==> src/rtl/rn_pkg.sv <==
package rn_pkg;

  typedef enum logic {
    MODE_RUN  = 1'b0,
    MODE_UNDO = 1'b1
  } rn_mode_e;

  // Ring index arithmetic shared by the free list and the history.
  function automatic int unsigned ring_next(int unsigned idx, int unsigned size);
    return (idx + 1 == size) ? 0 : idx + 1;
  endfunction

  function automatic int unsigned ring_prev(int unsigned idx, int unsigned size);
    return (idx == 0) ? size - 1 : idx - 1;
  endfunction

endpackage

==> src/rtl/rn_freelist.sv <==
module rn_freelist #(
  parameter int NUM_PHYS = 16,
  parameter int NUM_ARCH = 8
) (
  input  logic                              clk,
  input  logic                              rst_n,
  input  logic                              pop,
  input  logic                              push,
  input  logic [$clog2(NUM_PHYS)-1:0]       push_preg,
  output logic [$clog2(NUM_PHYS)-1:0]       head_preg,
  output logic                              empty,
  output logic [$clog2(NUM_PHYS+1)-1:0]     count
);
  localparam int PW   = $clog2(NUM_PHYS);
  localparam int CW   = $clog2(NUM_PHYS + 1);
  localparam int INIT = NUM_PHYS - NUM_ARCH;

  logic [PW-1:0] slot_q [NUM_PHYS];
  logic [PW-1:0] rd_q, wr_q;
  logic [CW-1:0] cnt_q;

  always_ff @(posedge clk) begin
    if (!rst_n) begin
      for (int i = 0; i < NUM_PHYS; i++)
        slot_q[i] <= (i < INIT) ? PW'(NUM_ARCH + i) : '0;
      rd_q  <= '0;
      wr_q  <= PW'(INIT % NUM_PHYS);
      cnt_q <= CW'(INIT);
    end else begin
      if (push) begin
        slot_q[wr_q] <= push_preg;
        wr_q         <= PW'(rn_pkg::ring_next(int'(wr_q), NUM_PHYS));
      end
      if (pop)
        rd_q <= PW'(rn_pkg::ring_next(int'(rd_q), NUM_PHYS));
      cnt_q <= cnt_q + CW'(push) - CW'(pop);
    end
  end

  assign head_preg = slot_q[rd_q];
  assign empty     = (cnt_q == '0);
  assign count     = cnt_q;

  p_pop_nonempty_r6: assert property (@(posedge clk) disable iff (!rst_n)
    pop |-> cnt_q != '0);
  p_no_overflow_r5: assert property (@(posedge clk) disable iff (!rst_n)
    push |-> cnt_q < CW'(NUM_PHYS));

endmodule

==> src/rtl/rn_history.sv <==
module rn_history #(
  parameter int DEPTH = 8,
  parameter int EW    = 12   // entry width; bit EW-1 flags a destination
) (
  input  logic                          clk,
  input  logic                          rst_n,
  input  logic                          push,
  input  logic [EW-1:0]                 push_ent,
  input  logic                          pop_old,
  input  logic                          pop_young,
  output logic [EW-1:0]                 old_ent,
  output logic [EW-1:0]                 young_ent,
  output logic                          empty,
  output logic                          full,
  output logic [$clog2(DEPTH+1)-1:0]    dst_cnt
);
  localparam int IW = $clog2(DEPTH);
  localparam int CW = $clog2(DEPTH + 1);

  logic [EW-1:0] ent_q [DEPTH];
  logic [IW-1:0] hd_q, tl_q, young_idx;
  logic [CW-1:0] cnt_q, dcnt_q;

  assign young_idx = IW'(rn_pkg::ring_prev(int'(tl_q), DEPTH));
  assign old_ent   = ent_q[hd_q];
  assign young_ent = ent_q[young_idx];
  assign empty     = (cnt_q == '0);
  assign full      = (cnt_q == CW'(DEPTH));
  assign dst_cnt   = dcnt_q;

  always_ff @(posedge clk) begin
    if (!rst_n) begin
      for (int i = 0; i < DEPTH; i++) ent_q[i] <= '0;
      hd_q   <= '0;
      tl_q   <= '0;
      cnt_q  <= '0;
      dcnt_q <= '0;
    end else begin
      if (push) begin
        ent_q[tl_q] <= push_ent;
        tl_q        <= IW'(rn_pkg::ring_next(int'(tl_q), DEPTH));
      end else if (pop_young) begin
        tl_q <= young_idx;
      end
      if (pop_old)
        hd_q <= IW'(rn_pkg::ring_next(int'(hd_q), DEPTH));
      cnt_q  <= cnt_q + CW'(push) - CW'(pop_old) - CW'(pop_young);
      dcnt_q <= dcnt_q + CW'(push && push_ent[EW-1])
                       - CW'(pop_old && old_ent[EW-1])
                       - CW'(pop_young && young_ent[EW-1]);
    end
  end

  p_no_overflow_r6: assert property (@(posedge clk) disable iff (!rst_n)
    push |-> !full);
  p_pop_nonempty_r7: assert property (@(posedge clk) disable iff (!rst_n)
    (pop_old || pop_young) |-> !empty);
  p_one_end_r7: assert property (@(posedge clk) disable iff (!rst_n)
    !(pop_young && (pop_old || push)));

endmodule

==> src/rtl/reg_rename.sv <==
module reg_rename #(
  parameter int NUM_ARCH = 8,
  parameter int NUM_PHYS = 16,
  parameter int DEPTH    = 8
) (
  input  logic                          clk,
  input  logic                          rst_n,
  input  logic                          dec_valid,
  output logic                          dec_ready,
  input  logic                          dec_has_dst,
  input  logic [$clog2(NUM_ARCH)-1:0]   dec_src_a,
  input  logic [$clog2(NUM_ARCH)-1:0]   dec_src_b,
  input  logic [$clog2(NUM_ARCH)-1:0]   dec_dst,
  output logic [$clog2(NUM_PHYS)-1:0]   ren_psrc_a,
  output logic                          ren_psrc_a_rdy,
  output logic [$clog2(NUM_PHYS)-1:0]   ren_psrc_b,
  output logic                          ren_psrc_b_rdy,
  output logic [$clog2(NUM_PHYS)-1:0]   ren_pdst,
  output logic [$clog2(NUM_PHYS)-1:0]   ren_pold,
  input  logic                          wb_valid,
  input  logic [$clog2(NUM_PHYS)-1:0]   wb_preg,
  input  logic                          cmt_valid,
  input  logic                          trap,
  output logic                          rec_done
);
  import rn_pkg::*;

  localparam int AW  = $clog2(NUM_ARCH);
  localparam int PW  = $clog2(NUM_PHYS);
  localparam int FCW = $clog2(NUM_PHYS + 1);
  localparam int HCW = $clog2(DEPTH + 1);
  localparam int EW  = 1 + AW + 2 * PW;

  typedef struct packed {
    logic          hd;     // must stay the top bit
    logic [AW-1:0] dst;
    logic [PW-1:0] pnew;
    logic [PW-1:0] pold;
  } rec_t;

  rn_mode_e      mode_q;
  logic [PW-1:0] map_q [NUM_ARCH];
  logic [NUM_PHYS-1:0] rdy_q;

  // Named internal events
  logic dec_fire, alloc, do_commit, undo_step, fl_push;
  logic [PW-1:0]  fl_head, fl_push_preg;
  logic           fl_empty, h_empty, h_full;
  logic [FCW-1:0] fl_count;
  logic [HCW-1:0] h_dst;
  rec_t           new_rec, old_rec, young_rec;
  logic [EW-1:0]  old_raw, young_raw;

  assign dec_ready = (mode_q == MODE_RUN) && !trap && !fl_empty && !h_full;
  assign dec_fire  = dec_valid && dec_ready;
  assign alloc     = dec_fire && dec_has_dst;
  assign do_commit = (mode_q == MODE_RUN) && !trap && cmt_valid && !h_empty;
  assign undo_step = (mode_q == MODE_UNDO) && !h_empty;
  assign rec_done  = (mode_q == MODE_UNDO) && h_empty;

  assign old_rec   = rec_t'(old_raw);
  assign young_rec = rec_t'(young_raw);

  assign ren_psrc_a     = map_q[dec_src_a];
  assign ren_psrc_b     = map_q[dec_src_b];
  assign ren_psrc_a_rdy = rdy_q[ren_psrc_a];
  assign ren_psrc_b_rdy = rdy_q[ren_psrc_b];
  assign ren_pdst       = fl_head;
  assign ren_pold       = map_q[dec_dst];

  assign new_rec = '{hd: dec_has_dst, dst: dec_dst,
                     pnew: dec_has_dst ? fl_head : '0, pold: map_q[dec_dst]};

  assign fl_push      = (do_commit && old_rec.hd) || (undo_step && young_rec.hd);
  assign fl_push_preg = undo_step ? young_rec.pnew : old_rec.pold;

  rn_freelist #(.NUM_PHYS(NUM_PHYS), .NUM_ARCH(NUM_ARCH)) u_free (
    .clk(clk), .rst_n(rst_n), .pop(alloc), .push(fl_push),
    .push_preg(fl_push_preg), .head_preg(fl_head), .empty(fl_empty),
    .count(fl_count)
  );

  rn_history #(.DEPTH(DEPTH), .EW(EW)) u_hist (
    .clk(clk), .rst_n(rst_n), .push(dec_fire), .push_ent(new_rec),
    .pop_old(do_commit), .pop_young(undo_step), .old_ent(old_raw),
    .young_ent(young_raw), .empty(h_empty), .full(h_full), .dst_cnt(h_dst)
  );

  always_ff @(posedge clk) begin
    if (!rst_n) begin
      for (int i = 0; i < NUM_ARCH; i++) map_q[i] <= PW'(i);
    end else if (undo_step && young_rec.hd) begin
      map_q[young_rec.dst] <= young_rec.pold;
    end else if (alloc) begin
      map_q[dec_dst] <= fl_head;
    end
  end

  always_ff @(posedge clk) begin
    if (!rst_n) begin
      rdy_q <= '1;
    end else begin
      if (wb_valid) rdy_q[wb_preg] <= 1'b1;
      if (alloc)    rdy_q[fl_head] <= 1'b0;
    end
  end

  always_ff @(posedge clk) begin
    if (!rst_n)                               mode_q <= MODE_RUN;
    else if (mode_q == MODE_RUN && trap)      mode_q <= MODE_UNDO;
    else if (mode_q == MODE_UNDO && h_empty)  mode_q <= MODE_RUN;
  end

  p_conserve_r9: assert property (@(posedge clk) disable iff (!rst_n)
    32'(fl_count) + 32'(h_dst) == 32'(NUM_PHYS - NUM_ARCH));
  p_blocked_r7: assert property (@(posedge clk) disable iff (!rst_n)
    (mode_q == MODE_UNDO) |-> !dec_ready);
  p_done_pulse_r8: assert property (@(posedge clk) disable iff (!rst_n)
    rec_done |=> !rec_done);
  p_alloc_clears_r4: assert property (@(posedge clk) disable iff (!rst_n)
    alloc |=> !rdy_q[$past(fl_head)]);
  p_map_update_r3: assert property (@(posedge clk) disable iff (!rst_n)
    alloc |=> map_q[$past(dec_dst)] == $past(fl_head));
  p_commit_dead_r5: assert property (@(posedge clk) disable iff (!rst_n)
    (do_commit && old_rec.hd) |-> (map_q[old_rec.dst] != old_rec.pold &&
                                   old_rec.pnew != old_rec.pold));
  p_trap_ignored_r10: assert property (@(posedge clk) disable iff (!rst_n)
    (mode_q == MODE_UNDO && !h_empty) |=> mode_q == MODE_UNDO);

endmodule

==> config.mk <==
export PLATFORM = sky130hd
export DESIGN_NAME = reg_rename
export DESIGN_NICKNAME = d
export VERILOG_FILES = /design/src/rtl/rn_pkg.sv /design/src/rtl/rn_freelist.sv /design/src/rtl/rn_history.sv /design/src/rtl/reg_rename.sv
export SDC_FILE = /design/constraint.sdc
export NUM_CORES = 1
export LEC_CHECK = 0
export ABC_AREA = 1
export BUFFER_PORTS_ARGS = -buffer_cell sky130_fd_sc_hd__buf_4
export CAP_MARGIN = 5
export CORE_MARGIN = 2
export CORE_UTILIZATION = 65
export DETAILED_ROUTE_END_ITERATION = 8
export PLACE_DENSITY = 0.87
export SLEW_MARGIN = 10
export SYNTH_ARGS = -nofsm -noshare
export SYNTH_HDL_FRONTEND = slang
export SYNTH_SLANG_ARGS = --single-unit
==> constraint.sdc <==
create_clock -name clk -period 8.42 [get_ports clk]
set_clock_uncertainty 0.1 [all_clocks]
set_input_delay 0.842 -clock clk [delete_from_list [all_inputs] [get_ports clk]]
set_output_delay 0.842 -clock clk [all_outputs]
set_load 0.02 [all_outputs]
# Word-level counts from Yosys, hierarchy flattened
# Memory sizes are Yosys's and may differ from the RTL's. A register that Yosys moved wholly into a read port is not among the register bits.
# Cells that the tools add are included.
# word_totals
register_bits	40
latchBits	0
mem_bits_rw	192
rom_bits	0
output_inout_bits	20
n_memories	3
# classes
n_addsub	10
n_mul	0
div_mod_pow	0
order_cmp	6
n_eq_ne	5
n_shift	0
mux	52
n_bitwise	4
reduce_logical	28
# mem_list
name	depth	width	read_ports	rd_ports_with_merged_regs	write_ports	line	rtl
u_hist.ent_q	8	12	2	1	8	rn_history.sv:20	logic [EW-1:0] ent_q [DEPTH];
u_free.slot_q	16	4	1	1	16	rn_freelist.sv:18	logic [PW-1:0] slot_q [NUM_PHYS];
map_q	8	4	3	0	8	reg_rename.sv:42	logic [PW-1:0] map_q [NUM_ARCH];
# ops
operator	count
2-to-1 mux 16 bit	3
2-to-1 mux 4 bit	10
2-to-1 mux 3 bit	10
2-to-1 mux 1 bit	24
less-than comparator 4 x 5 -> 1 bit, second input constant	4
bitwise AND 16 bit	1
NOT 16 bit	1
OR 16 bit	1
logical AND 1 bit	14
== test 4 bit, second input constant	3
2-to-1 mux 12 bit	1
OR reduction 12 bit	1
OR reduction 4 bit	3
adder 4 x 1 -> 5 bit, second input constant	2
== test 5 bit, second input constant	2
adder 3 x 1 -> 4 bit, second input constant	2
binary-select mux 1 bit (select 4 bit)	2
demux 1 bit (select 4 bit)	2
greater-or-equal comparator 4 x 1 -> 1 bit, second input constant	2
subtractor 4 x 1 -> 4 bit	2
adder 5 x 1 -> 5 bit	1
logical NOT 5 bit	1
subtractor 5 x 1 -> 5 bit	1
adder 4 x 1 -> 4 bit	1
7 further kinds	11

# Logic depth before layout (Yosys ltp)
# Gate-level depths: netlist (run 1).
# depth
ltp_word	12
mapped_depth	23
mapped_depth_nobuf	20

# Modules after synthesis
# A second synthesis (run 1) with hierarchy kept.
# hier_totals
cells_unflattened	1740
area_unflattened_um2	13800.7
# modules_own_cells
mod	instances	cells_each	area_each_um2	seq_area_each_um2
rn_history	1	723	6097.1	3223.1
rn_freelist	1	483	4134.0	2262.2
reg_rename	1	534	3569.7	1301.2

# Least setup slack after synthesis (run 1)
# Ideal clock, no wire load.
# synth_path
path_type	flip-flop to flip-flop
from	reg u_hist.tl_q[0]
to	reg u_free.cnt_q[4], in the netlist u_free.count[4]
setup_time_ns	0.070
arrival_ns	2.992
required_time_ns	8.250
path_slack_ns	5.258
path_stages_with_launch	23
n_path_buf	3
path_cell_list	dfxtp_1 buf_2 inv_1 buf_2 ha_1 nand2_8 nand2_4 a21oi_1 nand2_1 nand3_1 nand2_1 inv_2 nand2_4 buf_4 ha_1 fa_1 nand2_1 inv_1 nor2_1 nor2_1 nor2_1 o21ai_0 a21oi_1
# synth_between
elab_chain_len	7
elab_cells_between_ends	8
# synth_rtl
element	line	rtl
from (decl)	rn_history.sv:21	logic [IW-1:0] hd_q, tl_q, young_idx;
from (signal assigned)	rn_history.sv:41	tl_q <= IW'(rn_pkg::ring_next(int'(tl_q), DEPTH));
from (signal assigned)	rn_history.sv:43	tl_q <= young_idx;
subtractor 3 x 1 -> 3 bit or logical NOT 3 bit (tied branches)	rn_pkg.sv:14	return (idx == 0) ? size - 1 : idx - 1;
2-to-1 mux 3 bit *	rn_pkg.sv:14	
memory read (8 x 12 bit) *	--	
logical AND 1 bit *	--	
logical OR 1 bit *	reg_rename.sv:74	assign fl_push = (do_commit && old_rec.hd) || (undo_step && young_rec.hd);
adder 5 x 1 -> 5 bit *	rn_freelist.sv:36	cnt_q <= cnt_q + CW'(push) - CW'(pop);
subtractor 5 x 1 -> 5 bit *	rn_freelist.sv:36	
to (signal assigned)	rn_freelist.sv:28	cnt_q <= CW'(INIT);
to (signal assigned)	rn_freelist.sv:36	
to (decl)	rn_freelist.sv:20	logic [CW-1:0] cnt_q;
# Mark *: on every way between the ends. The rest lies on a longest branch, timed or not.
# A chain may end at the register's enable or synchronous reset.

# Worst setup path after layout (run 1)
# Same ends and word-level chain as after synthesis.

==> summary.md, run 1 <==
| Metric | Value |
|---|---|
| Slew headroom | 29.9% |
| Layout fillers | between 1,000 and 1,500 |
| Synth Instances | 1,559 |
| First-pass GRT wire length | about 53,000 um |
| Status | finished clean |
| List of most frequent post-synthesis cells | 364 x nand2_1, 249 x nor2_1, 192 x edfxtp_1 |
| Vias per Instance | roughly 6 |
| Worst Path Required | 8.77 ns |
| Synth Flop Type | edfxtp_1 |
| Top delay family on crit path | simple AND/OR/NAND/NOR gates |
| Placed cell area | 0.0132 mm2 |
| Max Cap Viol | 0 |
| Placeable Area | 0.0195 mm2 |
| Clock buffer depth | 3 |
| Share of power burned in registers | between 30% and 40% |
| Cell variety after synth | 46 |
| Ratio of cells with drive above 1 in the final layout | under 10% |
| Worst-path fanout max | 25 |
| Root buffer cell | clkbuf_16 |
| Worst Setup Path Type | flop to flop |
| Vias in the first global route | between 10,000 and 15,000 |
| Largest net degree at the start of global routing | 67 |
| CP cell instances | inv_1 > ha_1 > nor2_1 > nand2_1 > nand2_2 > nor2_1 > nand3_1 > nand2_1 > inv_2 > nand2_4 > ha_1 > fa_1 > nand2_1 > inv_1 > nor2_1 > nor2_1 > nor2_1 > o21ai_0 > a21oi_1 |
| Setup tns final | 0 ns |
| Initial antenna violation count | 0 |
| Setup crit start kind | flop |
| Reg clk slew, reported paths | around 0.070 ns |
| Synth Net Count | ~1,600 |
| ANT nets after route | 0 |
| Sequential share of the synthesized area | 51.6% |
| Average wire per standard cell | 17.8 um |
| Max Fclk | 233 MHz |
| Detailed Routing Iterations Pass 1 | 9 |
| Post-synth top area cell | edfxtp_1 |
| Area delta synth->final | 8.35% |
| Post-Route Utilization | slightly above 70% |
| Asr flop ratio synth | 0% |
| Row cnt | approximately 50 |
| Starting DRT DRC Count | between 1,000 and 1,500 |
| Final min period | about 4.3 ns |
| Psw | between 1 and 1.5 mW |
| Via count | approximately 11,000 |
| CTS hold repair buffers | 0 |
| Comb power frac | a little under a third |
| DP HPWL | ~23,000 um |
| Die width | between 100 and 150 um |
| Unrepaired setup endpoints after global routing | false |
| Top-count cell post-synth | nand2_1 |
| Die height | ~150 um |
| Skew-Pair Late Insertion Delay | approximately 0.52 ns |
| Syn avg cell area | between 8 and 9 um2 |
| RePlAce Congestion | just under 1 |
| Drc violations | 0 |
| CTS resizes | 0 |
| Crit path largest cell delay | 0.80 ns |
| Final WS setup | a little over 4 ns |
| Net Sw Frac | between 30% and 40% |
| CP bufs+invs | 3 |
| Synth Register Bits | between 200 and 250 |
| Final setup viols | 0 |
| Most used cell, CP | nor2_1 |
| Syn Std Cell Area | between 0.01 and 0.015 mm2 |
| Pwr dens | roughly 260 mW/mm2 |
| Final worst-path cycle share | a little over 50% |
| Fin. Hold Viols | 0 |
| Yosys Warn Count | 0 |
| Share of Yosys cell area claimed by the top area cell type | about 44% |
| Die area | about 0.021 mm2 |
| CTS tree | built |
| GRT overflow | 0 |
| Post-CTS Setup Bufs | 0 |
| Synth top area cells | edfxtp_1 44%, nand2_1 11%, dfxtp_1 7.2%, nand3_1 7.2%, nor2_1 7.2% |
| I/O pin cnt | 40 |
| Finished Cell Area | approximately 0.014 mm2 |
| Leak | between 5 and 6 nW |
| CTS Sinks | about 240 |
| Worst-Margin Slew | 1.05 ns |
| H-tree levels | 1 |
| Slowest CP cell | dfxtp_1 |
| IO buf count | 39 |
| Path type of the worst min-delay path | flop to flop |
| P_int | ~2.3 mW |
| Fin. max-slew vios | 0 |
| Setup crit end kind | flop |
| Number of synthesized flops with an enable pin | approximately 190 |
| WHS | 0.366 ns |
| CTS Buf Count | 25 |
| Pre-CTS WS | 4.32 ns |
| Worst Path Arrival | about 4.7 ns |
| Worst IR Drop VDD | around 0.24 mV |
| Ant diodes | 0 |
| Final WL | between 30,000 and 40,000 um |
| Tot GR Track Use | a little under a third |
| Nets | between 1,500 and 2,000 |
| Clock share of power | between 30% and 40% |
| Initial Util | between 60 and 70% |
## worst paths after layout
check / slack (ns) / start / to / cells after the start
worst max register to register: 4.12 / u_hist.tl_q[0] / u_free.count[4] / 19
worst min register to register: 0.37 / u_hist.hd_q[2] / flop / 2
worst min-delay path: 0.37 / u_hist.hd_q[2] / flop / 2
worst max-delay path: 4.12 / u_hist.tl_q[0] / u_free.count[4] / 19
## registers in the layout (all words and copies together), names as in the netlist, 4 cells and up, named ones only
name,count
u_free.slot_q,64
rdy_q,16
u_hist.ent_q,96
u_free.rd_q,4
u_hist.cnt_q,4
map_q,32
u_free.count,5
u_free.wr_q,4
## worst register-to-register path: stages (launching register included)
cell	delay (ns)
dfxtp_1	0.80
inv_1	0.45
ha_1	0.41
nor2_1	0.12
nand2_1	0.07
nand2_2	0.31
nor2_1	0.14
nand3_1	0.13
nand2_1	0.07
inv_2	0.09
nand2_4	0.18
ha_1	0.31
fa_1	0.40
nand2_1	0.09
inv_1	0.06
nor2_1	0.10
nor2_1	0.05
nor2_1	0.12
o21ai_0	0.09
a21oi_1	0.15
## logic make-up after synthesis
kind of cell,share of synthesized area [%]
buf+inv,7.63
compound gates,8.56
flops,51.6
simple gates,29.5
xor+xnor,0.405
fa+ha+maj,2.29
## power groups by stage
stage          combinational, mW  sequential [mW]  clock [mW]
5_1_grt                     1.26             1.43        1.17
2_1_floorplan              0.908             1.41           0
4_1_cts                     1.14             1.42        1.12
3_5_place_dp                1.12             1.45           0
3_3_place_gp                1.09             1.44           0
6_report                    1.16             1.43        1.12
## final cells by class
type                       instances  area (um2)  area share [%]
clock buffer                      30         686            4.87
clock inverter                    15         150            1.07
inverter                         158         601            4.27
multi-input combinational       1093        5290            37.6
sequential                       239        6710            47.7
tap                              265         332            2.36
timing repair buffer              41         308            2.19
## metrics by stage
step                power [mW]  cells
detailed placement        2.57   1796
floorplan                 2.32   1559
global placement          2.53   1796
global route              3.87   1841
CTS                       3.69   1841
finish                    3.71   1841
## per-layer routing
metal | routed length (um) | share of wire [%] | global-route usage, % | vias to the layer above
li1 | - | - | - | 5196
met1 | 12400 | 38 | 40.3 | 5028
met2 | 16000 | 49 | 53.2 | 632
met3 | 3230 | 9.9 | 3.64 | 114
met4 | 1160 | 3.5 | 10.4 | 0
met5 | 0 | 0 | 0 | -
## placed cells by master (no fill, tap or decap), types with 8 or more instances in the layout
cell type	n
nand2_1	364
nor2_1	249
edfxtp_1	192
nand3_1	187
inv_1	144
o21ai_0	95
a21oi_1	51
dfxtp_1	47
buf_4	41
clkbuf_16	26
o211ai_1	22
ha_1	19
nand3_2	17
nand2_2	10
clkinv_1	9
nand4_1	8
o221ai_1	8
clkinv_2	8
(Power assumes the default switching activity.)
==> inputs of run 2 (changes only) <==
--- a/config.mk
+++ b/config.mk
@@ -9,9 +9,9 @@
 export BUFFER_PORTS_ARGS = -buffer_cell sky130_fd_sc_hd__buf_4
 export CAP_MARGIN = 5
 export CORE_MARGIN = 2
-export CORE_UTILIZATION = 65
+export CORE_UTILIZATION = 57
 export DETAILED_ROUTE_END_ITERATION = 8
-export PLACE_DENSITY = 0.87
+export PLACE_DENSITY = 0.81
 export SLEW_MARGIN = 10
 export SYNTH_ARGS = -nofsm -noshare
 export SYNTH_HDL_FRONTEND = slang
==> constraint.sdc (replaced) <==
create_clock -name clk -period 3.72 [get_ports clk]
set_clock_uncertainty 0.1 [all_clocks]
set_input_delay 0.372 -clock clk [delete_from_list [all_inputs] [get_ports clk]]
set_output_delay 0.372 -clock clk [all_outputs]
set_load 0.02 [all_outputs]
==> summary.md, run 2 (same netlist as run 1, synthesis figures left out) <==
| Metric | Value |
|---|---|
| Unrepaired setup endpoints after global routing | false |
| IO buf count | 39 |
| Ant diodes | 0 |
| Top Registers | u_hist.ent_q (96), u_free.slot_q (64), map_q (32) |
| CTS hold repair buffers | 0 |
| Placeable Area | about 0.023 mm2 |
| Net Sw Frac | roughly 37% |
| Max reg flops | between 90 and 100 |
| Crit path largest cell delay | ~0.41 ns |
| Non-filler cells, final | 1,874 |
| Clock share of power | 30.3% |
| Slowest CP cell | dfxtp_1 |
| H-tree levels | 1 |
| Starting DRT DRC Count | 1,074 |
| Worst hold stages | 4 |
| Status | finished clean |
| Detailed Routing Iterations Pass 1 | 8 |
| Final WL | between 30,000 and 40,000 um |
| Area delta synth->final | 9.29% |
| Layout fillers | ~1,900 |
| Finished Cell Area | 0.0142 mm2 |
| Die area | around 0.024 mm2 |
| Skew-Pair Late Insertion Delay | 0.54 ns |
| Final worst-path cycle share | between 80% and 90% |
| CTS tree | built |
| Worst setup startpoint | u_hist.tl_q[1] |
| Average wire per standard cell | approximately 17 um |
| Register-to-Register Path Depth | 19 |
| Worst-Margin Slew | about 0.94 ns |
| Worst IR Drop VDD | between 0.4 and 0.5 mV |
| Nets | between 1,500 and 2,000 |
| Die height | around 150 um |
| CTS Buf Count | 26 |
| Worst Path Required | about 4.1 ns |
| Fin. max-slew vios | 0 |
| Max Cap Viol | 0 |
| Final min period | 3.32 ns |
| Vias in the first global route | about 11,000 |
| Max Fclk | approximately 300 MHz |
| WHS | between 0.06 and 0.07 ns |
| Slew headroom | between 30% and 40% |
| GRT overflow | 0 |
| Path type of the worst min-delay path | input port to flop |
| I/O pin cnt | 40 |
| Clock buffer depth | 3 |
| Initial Util | between 50% and 60% |
| Largest Register | u_hist.ent_q |
| Most frequent cells in the layout | 364 x nand2_1, 249 x nor2_1, 192 x edfxtp_1 |
| Placed cell area | 0.0133 mm2 |
| DP HPWL | approximately 23,000 um |
| Pwr dens | approximately 600 mW/mm2 |
| P_int | ~5.3 mW |
| Post-Route Utilization | 63.1% |
| CTS Sinks | 239 |
| Fin. Hold Viols | 0 |
| Commonest non-fill, non-tap cell in the layout | nand2_1 |
| ANT nets after route | 0 |
| Worst-path fanout max | 25 |
| Pre-CTS WS | approximately 0.27 ns |
| CP cell instances | inv_1 > ha_1 > nand2_8 > nand2_4 > a21oi_1 > nand2_1 > nand3_1 > nand2_1 > inv_2 > nand2_4 > ha_1 > fa_1 > nand2_1 > inv_1 > nor2_1 > nor2_1 > nor2_1 > o21ai_0 > a21oi_1 |
| Reg clk slew, reported paths | 0.07 ns |
| Largest net degree at the start of global routing | 47 |
| Drc violations | 0 |
| Overall power | around 8.5 mW |
| Via count | around 11,000 |
| Final setup viols | 0 |
| Vias per Instance | between 5 and 6 |
| Psw | ~3.1 mW |
| Row cnt | 55 |
| Leak | just over 6 nW |
| CP bufs+invs | 3 |
| Die width | 155 um |
| Final WS setup | ~0.40 ns |
| Setup crit start kind | flop |
| Hold path start | wb_preg[0] |
| Worst Path Arrival | ~3.7 ns |
| Comb power frac | 32.2% |
| Worst Setup Path Type | flop to flop |
| Initial antenna violation count | 0 |
| Placed cells | between 1,500 and 2,000 |
| RePlAce Congestion | 0.963 |
| Share of power burned in registers | 37.5% |
| Reg2reg start | u_hist.tl_q[1] |
| Post-CTS Setup Bufs | 0 |
| Setup crit end kind | flop |
| Top delay family on crit path | simple AND/OR/NAND/NOR gates |
| Worst r2r dst | u_free.count[4] |
| Flop2flop setup slack | around 0.40 ns |
| Worst Hold End | rdy_q[12] |
| CTS resizes | 0 |
| Ratio of cells with drive above 1 in the final layout | between 9 and 10% |
| Setup tns final | 0 ns |
| First-pass GRT wire length | 52,300 um |
| Tot GR Track Use | a little over a quarter |
| Root buffer cell | clkbuf_16 |
## run 2: cell count changes in the layout (fill, tap and decap cells not counted), moves of 2 or more
| cell | change |
|---|---|
| clkinv_1 | +3 |
| inv_8 | +2 |
| clkinv_4 | -2 |
| buf_4 | +10 |
| clkinv_2 | -3 |
## run 2: layer usage
layer	global-route usage, %	vias up	wire, um
met2	47.5	545	16200
met3	3.48	102	2670
met1	34.2	5135	12700
li1	-	5206	-
met5	0	-	0
met4	10.9	0	1100
## run 2: power by group through the flow
stage | registers [mW] | logic [mW] | clock network, mW
CTS | 3.17 | 2.66 | 2.56
floorplan | 3.19 | 2.06 | 0
global route | 3.19 | 2.97 | 2.67
detailed placement | 3.22 | 2.63 | 0
finish | 3.17 | 2.72 | 2.56
global placement | 3.22 | 2.57 | 0
## run 2: layout make-up
class                   count  area, um2  area share [%]
multi-input cells        1094       5300            37.4
repair buffers             51        383            2.70
flip-flops and latches    239       6710            47.2
clock inverters            16        133           0.934
clock buffers              31        711            5.01
inverters                 158        603            4.25
well taps                 285        357            2.51
## run 2: worst max path at each step
stage,to,slack [ns],depth (start not counted)
final,u_free.count[4],0.40,19
after global routing,u_free.count[4],0.05,19
after CTS,u_free.count[4],0.24,20
after detailed placement,u_free.count[4],0.27,20
after global placement,u_free.count[4],0.37,20
after floorplan,u_free.count[4],0.56,22
## run 2: worst register-to-register path: stages, from the launching register on
cell and delay (ns):
dfxtp_1 0.41, inv_1 0.10, ha_1 0.26, nand2_8 0.21
nand2_4 0.20, a21oi_1 0.17, nand2_1 0.07, nand3_1 0.11
nand2_1 0.07, inv_2 0.08, nand2_4 0.19, ha_1 0.32
fa_1 0.40, nand2_1 0.08, inv_1 0.05, nor2_1 0.10
nor2_1 0.05, nor2_1 0.11, o21ai_0 0.08, a21oi_1 0.11
